==> config.mk <==
export PLATFORM = sky130hd
export DESIGN_NAME = net_led_ctrl
export DESIGN_NICKNAME = d
export VERILOG_FILES = /design/src/rtl/net_led_pkg.sv /design/src/rtl/led_eval_timer.sv /design/src/rtl/led_state_watch.sv /design/src/rtl/led_flash_ctrl.sv /design/src/rtl/net_led_ctrl.sv
export SDC_FILE = /design/constraint.sdc
export NUM_CORES = 1
export LEC_CHECK = 0
export BUFFER_PORTS_ARGS = -buffer_cell sky130_fd_sc_hd__buf_2
export CAP_MARGIN = 30
export CORE_MARGIN = 4
export CORE_UTILIZATION = 61
export DETAILED_ROUTE_END_ITERATION = 8
export PLACE_DENSITY = 0.79
export SLEW_MARGIN = 5
export SYNTH_ARGS = -nofsm -noshare
export SYNTH_HDL_FRONTEND = slang
export SYNTH_SLANG_ARGS = --single-unit
export TNS_END_PERCENT = 30
==> constraint.sdc <==
create_clock -name clk_i -period 3.3 [get_ports clk_i]
set_clock_uncertainty 0.2 [all_clocks]
set_input_delay 0 -clock clk_i [delete_from_list [all_inputs] [get_ports clk_i]]
set_output_delay 0 -clock clk_i [all_outputs]
set_load 0.005 [all_outputs]
==> src/rtl/net_led_pkg.sv <==
package net_led_pkg;
  typedef enum logic [1:0] {
    LED_OFF    = 2'b00,
    LED_RED    = 2'b01,
    LED_ORANGE = 2'b10,
    LED_GREEN  = 2'b11
  } led_color_e;
endpackage

==> src/rtl/led_eval_timer.sv <==
module led_eval_timer #(
  parameter int unsigned EVAL_TICKS = 100
) (
  input  logic clk_i,
  input  logic rst_ni,
  input  logic tick_i,
  output logic eval_o
);
  localparam int unsigned EW = (EVAL_TICKS > 1) ? $clog2(EVAL_TICKS) : 1;
  localparam logic [EW-1:0] LAST = EW'(EVAL_TICKS - 1);

  logic [EW-1:0] cnt_q;

  always_ff @(posedge clk_i or negedge rst_ni) begin
    if (!rst_ni)                    cnt_q <= '0;
    else if (tick_i && cnt_q == LAST) cnt_q <= '0;
    else if (tick_i)                cnt_q <= cnt_q + EW'(1);
  end

  assign eval_o = tick_i && (cnt_q == LAST);


  eval_cnt_range_chk: assert property (@(posedge clk_i) disable iff (!rst_ni)
    cnt_q <= LAST);
endmodule

==> src/rtl/led_state_watch.sv <==
module led_state_watch (
  input  logic clk_i,
  input  logic rst_ni,
  input  logic link_up_i,
  input  logic speed_100_i,
  output logic chg_o
);
  logic link_q, spd_q;

  always_ff @(posedge clk_i or negedge rst_ni) begin
    if (!rst_ni) begin
      link_q <= 1'b0;
      spd_q  <= 1'b0;
    end else begin
      link_q <= link_up_i;
      spd_q  <= speed_100_i;
    end
  end

  assign chg_o = (link_q != link_up_i) || (spd_q != speed_100_i);
endmodule

==> src/rtl/led_flash_ctrl.sv <==
module led_flash_ctrl #(
  parameter int unsigned ON_TICKS  = 20,
  parameter int unsigned OFF_TICKS = 10
) (
  input  logic clk_i,
  input  logic rst_ni,
  input  logic tick_i,
  input  logic eval_i,
  input  logic act_i,
  input  logic link_up_i,
  input  logic chg_i,
  output logic flash_o
);
  localparam int unsigned OW = $clog2(ON_TICKS + 1);
  localparam int unsigned HW = $clog2(OFF_TICKS + 1);
  localparam logic [OW-1:0] ON_MAX  = OW'(ON_TICKS);
  localparam logic [HW-1:0] OFF_LD  = HW'(OFF_TICKS);

  logic          flash_q;
  logic [OW-1:0] on_cnt_q;
  logic [HW-1:0] hold_q;

  always_ff @(posedge clk_i or negedge rst_ni) begin
    if (!rst_ni) begin
      flash_q  <= 1'b0;
      on_cnt_q <= '0;
      hold_q   <= '0;
    end else if (chg_i) begin
      flash_q  <= 1'b0;
      on_cnt_q <= '0;
      hold_q   <= '0;
    end else if (flash_q) begin
      if (tick_i) begin
        if (eval_i && on_cnt_q == ON_MAX) begin
          flash_q <= 1'b0;
          hold_q  <= OFF_LD;
        end else if (on_cnt_q != ON_MAX) begin
          on_cnt_q <= on_cnt_q + OW'(1);
        end
      end
    end else begin
      if (tick_i && hold_q != '0) hold_q <= hold_q - HW'(1);
      if (act_i && link_up_i && hold_q == '0) begin
        flash_q  <= 1'b1;
        on_cnt_q <= '0;
      end
    end
  end

  assign flash_o = flash_q;


  flash_end_on_eval_chk: assert property (@(posedge clk_i) disable iff (!rst_ni)
    $fell(flash_q) && !$past(chg_i) |-> $past(eval_i));

  start_after_holdoff_chk: assert property (@(posedge clk_i) disable iff (!rst_ni)
    $rose(flash_q) |-> $past(hold_q) == '0);

  start_needs_link_chk: assert property (@(posedge clk_i) disable iff (!rst_ni)
    $rose(flash_q) |-> $past(link_up_i) && $past(act_i));

  chg_cancel_chk: assert property (@(posedge clk_i) disable iff (!rst_ni)
    chg_i |=> !flash_q && hold_q == '0);

  on_cnt_bound_chk: assert property (@(posedge clk_i) disable iff (!rst_ni)
    on_cnt_q <= ON_MAX);
endmodule

==> src/rtl/net_led_ctrl.sv <==
module net_led_ctrl
  import net_led_pkg::*;
#(
  parameter int unsigned ON_TICKS   = 20,
  parameter int unsigned OFF_TICKS  = 10,
  parameter int unsigned EVAL_TICKS = 100
) (
  input  logic       clk_i,
  input  logic       rst_ni,
  input  logic       tick_i,
  input  logic       link_up_i,
  input  logic       speed_100_i,
  input  logic       tx_act_i,
  input  logic       rx_act_i,
  input  logic       mode_act_i,
  output logic [1:0] color_o
);
  logic eval, chg, flash, flash_eff, lit;
  led_color_e color;

  led_eval_timer #(.EVAL_TICKS(EVAL_TICKS)) u_eval (
    .clk_i(clk_i), .rst_ni(rst_ni), .tick_i(tick_i), .eval_o(eval)
  );

  led_state_watch u_watch (
    .clk_i(clk_i), .rst_ni(rst_ni), .link_up_i(link_up_i),
    .speed_100_i(speed_100_i), .chg_o(chg)
  );

  led_flash_ctrl #(.ON_TICKS(ON_TICKS), .OFF_TICKS(OFF_TICKS)) u_flash (
    .clk_i(clk_i), .rst_ni(rst_ni), .tick_i(tick_i), .eval_i(eval),
    .act_i(tx_act_i | rx_act_i), .link_up_i(link_up_i), .chg_i(chg),
    .flash_o(flash)
  );

  // a state change shows idle at once, before the flash register clears
  assign flash_eff = flash & ~chg;
  assign lit       = mode_act_i ? flash_eff : ~flash_eff;

  always_comb begin
    if (!link_up_i)    color = LED_RED;
    else if (!lit)     color = LED_OFF;
    else if (speed_100_i) color = LED_GREEN;
    else               color = LED_ORANGE;
  end

  assign color_o = color;


  link_down_red_chk: assert property (@(posedge clk_i) disable iff (!rst_ni)
    !link_up_i |-> color_o == LED_RED);

  chg_idle_look_chk: assert property (@(posedge clk_i) disable iff (!rst_ni)
    link_up_i && chg |-> (color_o == LED_OFF) == mode_act_i);
endmodule

# After elaboration in Yosys (flattened, before gate mapping)
# Cells that the tools add are included.
[totals]
regBits = 19
wordCells = 57
in_bits = 8
[op_classes]
reduce_logical = 13
muxes = 22
n_eq_ne = 9
addsub = 3
bitwise_logic = 4
[ops]
columns = ["op", "n"]
rows = [
  ["two-way mux 5 bit", 6],
  ["two-way mux 4 bit", 5],
  ["two-way mux 7 bit", 2],
  ["inequality test 3 bit (second input constant)", 4],
  ["adder 7 x 1 -> 7 bit (second input constant)", 1],
  ["equality test 7 bit (second input constant)", 1],
  ["two-way mux 1 bit", 7],
  ["nonzero test 3 bit", 2],
  ["adder 5 x 1 -> 5 bit (second input constant)", 1],
  ["equality test 5 bit (second input constant)", 1],
  ["logical AND 1 bit", 5],
  ["inequality test 5 bit (second input constant)", 1],
  ["logical NOT 4 bit", 1],
  ["two-way mux 2 bit", 2],
  ["AND reduction 4 bit", 1],
  ["nonzero test 4 bit", 1],
  ["subtractor 4 x 1 -> 4 bit (second input constant)", 1],
  ["AND reduction 3 bit", 1],
  ["inequality test 1 bit", 2],
  ["inverter 1 bit", 2],
  ["nonzero test 2 bit", 1],
  ["bitwise AND 1 bit", 1],
  ["logical OR 1 bit", 1],
  ["OR 1 bit", 1],
]

# Depth between registers and ports, before layout
[logic_depth]
ltp_word = 8
ltp_mapped = 6
ltp_nobuf = 6

# Cells and area by module
# Synthesis repeated with hierarchy kept, for this count alone.
[unflattened]
hier_cells = 118
hier_area_um2 = 1171.1
[modules_own_cells]
columns = ["module", "instances", "seq_area_each_um2", "cells_per_inst", "area_per_inst_um2"]
rows = [
  ["led_flash_ctrl", 1, 250.2, 74, 684.4],
  ["led_eval_timer", 1, 175.2, 34, 369.1],
  ["led_state_watch", 1, 50.0, 5, 71.3],
  ["net_led_ctrl", 1, 0.0, 5, 46.3],
]

# Worst setup path before layout
# Ideal clock, no wire load.
[synth_path]
path_kind = "register to register"
start = "register u_flash.hold_q[0]"
end = "register u_flash.hold_q[1]"
n_path_buf = 0
slack_ns = 1.418
setup_ns = 0.128
period_less_slack_ns = 1.882
stages_incl_launch_ff = 7
arrival_ns = 1.555
path_cell_list = "dfrtp_1 > inv_1 > ha_1 > nor3b_1 > or3_4 > nand3_1 > mux2_1"
[synth_via]
elab_chain_cells = 4
[synth_rtl]
columns = ["item", "line", "source"]
rows = [
  ["start: declaration", "led_flash_ctrl.sv:21", "logic [HW-1:0] hold_q;"],
  ["start signal: assignment", "led_flash_ctrl.sv:42", "if (tick_i && hold_q != '0) hold_q <= hold_q - HW'(1);"],
  ["subtractor 4 x 1 -> 4 bit or nonzero test 4 bit (tied branches)", "led_flash_ctrl.sv:42", ""],
  ["two-way mux 4 bit or logical AND 1 bit (tied branches)", "led_flash_ctrl.sv:42", ""],
  ["two-way mux 4 bit or nonzero test 3 bit (tied branches)", "n/a", ""],
  ["two-way mux 4 bit or AND reduction 3 bit (tied branches)", "n/a", ""],
]
# Parallel ways exist; a longest one is shown, timed or not. The select of a mux whose other input is x is not followed.
# A chain may end at the register's enable or synchronous reset.

# Final worst setup path
[layout_path]
start = "register u_flash.hold_q[0]"
end = "register u_flash.on_cnt_q[4]"
[layout_via]
elab_chain_cells = 4
[layout_rtl]
columns = ["item", "line", "source"]
rows = [
  ["logical NOT 4 bit", "led_flash_ctrl.sv:43", "if (act_i && link_up_i && hold_q == '0) begin"],
  ["logical AND 1 bit", "led_flash_ctrl.sv:43", ""],
  ["nonzero test 3 bit (no source line)", "n/a", ""],
  ["AND reduction 4 bit (no source line)", "n/a", ""],
  ["end signal: assignment", "led_flash_ctrl.sv:38", "on_cnt_q <= on_cnt_q + OW'(1);"],
  ["end: declaration", "led_flash_ctrl.sv:20", "logic [OW-1:0] on_cnt_q;"],
]
# Every way passes these cells.

==> reports/summary.txt <==
Sink Count: 19
Max Clk Rate: 496 MHz
Post-synth top flop: dfrtp_1
Seq/Total Area, Yosys: 0.446
Slew headroom: 0.408
Hold Path Stages: 4
Post-CTS Setup Bufs: 0
post-synthesis async set-or-reset flop share: 1.00
RSZ-0062 raised after global routing: no
Reg2Reg Depth: 6
H-tree depth: 1
crit-path max FO: 3
Post-Syn Area: 1070 µm²
Die Height: 49.8 µm
largest net degree at the start of global routing: 20
Tmin final: 2020 ps
final WL: 2000 µm
Routed wire per std cell: 14.4 µm
Final GP Congestion: 0.838
Clock Latency Late Sink: 300 ps
hold_buf cts: 5
Core Area: 1580 µm²
period utilisation layout: 0.611
reg2reg end: u_flash.on_cnt_q[4]
setup TNS: 0 ps
initial antenna violation count: 0
Die X: 49.8 µm
GRT Overall Usage: 0.187
share of the synthesized area in the top cell type: 0.446
Initial Util: 0.676
max-cap violations: 0
Layout area overhead: 12.8%
Post-route DRC: 0
power per cell area: 481 nW/µm²
setup slack after layout: 1280 ps
Row Count: 14
startpoint types: register
PortBufs: 9
post-route ant nets: 0
via count: 841
Overflow after GRT: 0
hold path start: tx_act_i
n_diodes: 0
cells after synthesis: 106
cell with the most instances after synthesis: dfrtp_1
Final Hold Viols: 0
root buf cell: clkbuf_4
worst hold slack: 34.4 ps
Clock Tree Buf Depth: 2
Hold/Removal Path Class: in2reg
Peak VDD IR: 0.327 mV
WS Path Type: reg2reg
top cells by count, synth: dfrtp_1, inv_1, nand2_1
Worst Tran Pin Value: 885 ps
global-route wire length before repair: 3560 µm
Ports: 10
#FFs+latches synth: 19
clock slew seen by the registers of the worst setup and hold paths: 100 ps
1st-iter DRT viols: 13
Crit. End Element: register
hpwl dp: 1440 µm
Resize count post-CTS: 0
CTS Buf Count: 3
via/cell ratio: 6.05
status: finished clean
critical path required time: 3270 ps
syn avg cell area: 10.1 µm²
Synth cell types: 39
Crit path arrival time: 1990 ps
fin nets: 136
DR pass1 iterations: 4
Leak: 0.552 nW
number of synthesized flops with an enable pin: 0
Syn. warnings: 0
full die area: 2480 µm²
vias in the first global route: 801
worst hold endpoint: u_flash.flash_o
Post-Syn Nets: 118
ranking of synthesized cells by area: dfrtp_1, ha_1, xnor2_1
layout cells sized above 1: 0.146
Critical R2R Launch: u_flash.hold_q[0]
Synth area leader: dfrtp_1
endpoints failing setup: 0
DP Worst Slack: 1280 ps
r2r setup slk: 1280 ps
Slew Limit Fails: 0
CTS tree: yes
## stage by stage
step / instances / util / total power [W] / cell area, µm²
2_1_floorplan: 106 / - / 0.000417 / 1070
3_3_place_gp: 130 / 0.714 / 0.000452 / 1130
3_5_place_dp: 130 / 0.714 / 0.000460 / 1130
4_1_cts: 139 / 0.763 / 0.000584 / 1200
5_1_grt: 139 / 0.763 / 0.000625 / 1200
6_report: 139 / 0.763 / 0.000578 / 1200
## kinds of logic (layout without fill, tap and decap cells)
group,Yosys count,count (layout),synth area share
adder cells (fa/ha/maj),4,4,0.0470
multiplexers,2,2,0.0200
XOR/XNOR,7,7,0.0575
buffers and inverters,9,26,0.0329
flip-flops,19,19,0.446
AND/OR/NAND/NOR,43,43,0.246
AO/OA/AOI/OAI,22,22,0.150
## layer usage
metal | part of all wire | track usage | up-vias
met3 | 0.037 | 0.0361 | 4
li1 | - | - | 424
met2 | 0.46 | 0.297 | 16
met1 | 0.50 | 0.252 | 397
met5 | 0 | 0 | -
met4 | 0.0085 | 0.0691 | 0
## worst max-delay path: stages, from the launching register on
cell and delay, ps:
dfrtp_1 420, inv_1 100, ha_1 200, nor3b_1 260, a21oi_1 150, o21ai_0 410
o221ai_1 160
## how the worst max path moves through the flow
| stage | start | endpoint | slack, ps |
|---|---|---|---|
| floorplan | u_flash.hold_q[0] | u_flash.hold_q[1] | 1420 |
| global placement | u_flash.hold_q[0] | u_flash.hold_q[1] | 1370 |
| detailed placement | u_flash.hold_q[0] | u_flash.on_cnt_q[4] | 1280 |
| CTS | u_flash.hold_q[0] | u_flash.on_cnt_q[4] | 1280 |
| global route | u_flash.hold_q[0] | u_flash.on_cnt_q[4] | 1040 |
| finish | u_flash.hold_q[0] | u_flash.on_cnt_q[4] | 1280 |
## sequential cells by signal (all words and copies together) (netlist names)
signal	cells
u_watch.link_q	1
u_flash.on_cnt_q	5
u_flash.flash_o	1
u_eval.cnt_q	7
u_flash.hold_q	4
u_watch.spd_q	1
## where the power goes
group / switching, W / internal (W) / leakage (nW)
combinational: 0.0000702 / 0.0000693 / 0.288
sequential: 0.0000501 / 0.000271 / 0.249
clock: 0.0000706 / 0.0000471 / 0.0150
## area by class of cell
cell class,count,area (µm²)
clock buffer,4,26.3
fill,114,374
inverter,8,30.0
multi-input combinational,78,556
sequential,19,475
tap,16,20.0
timing repair buffer,14,95.1
## cell usage in the layout, fill, tap and decap left out, types with 2 or more instances in the layout
cell	n
a211o_1	2
a21oi_1	3
and2_1	2
and3_1	3
and4b_1	2
buf_2	9
clkbuf_4	3
dfrtp_1	19
dlygate4sd3_1	5
ha_1	4
inv_1	7
nand2_1	6
nand3_1	5
nand4_1	4
nor2_1	4
nor3_1	3
nor3b_1	4
nor4b_1	2
o21a_1	3
o21ai_0	3
o22ai_1	2
o2bb2ai_1	2
or3_1	2
xnor2_1	4
xor2_1	3
Power figures use the tool's default switching activity.
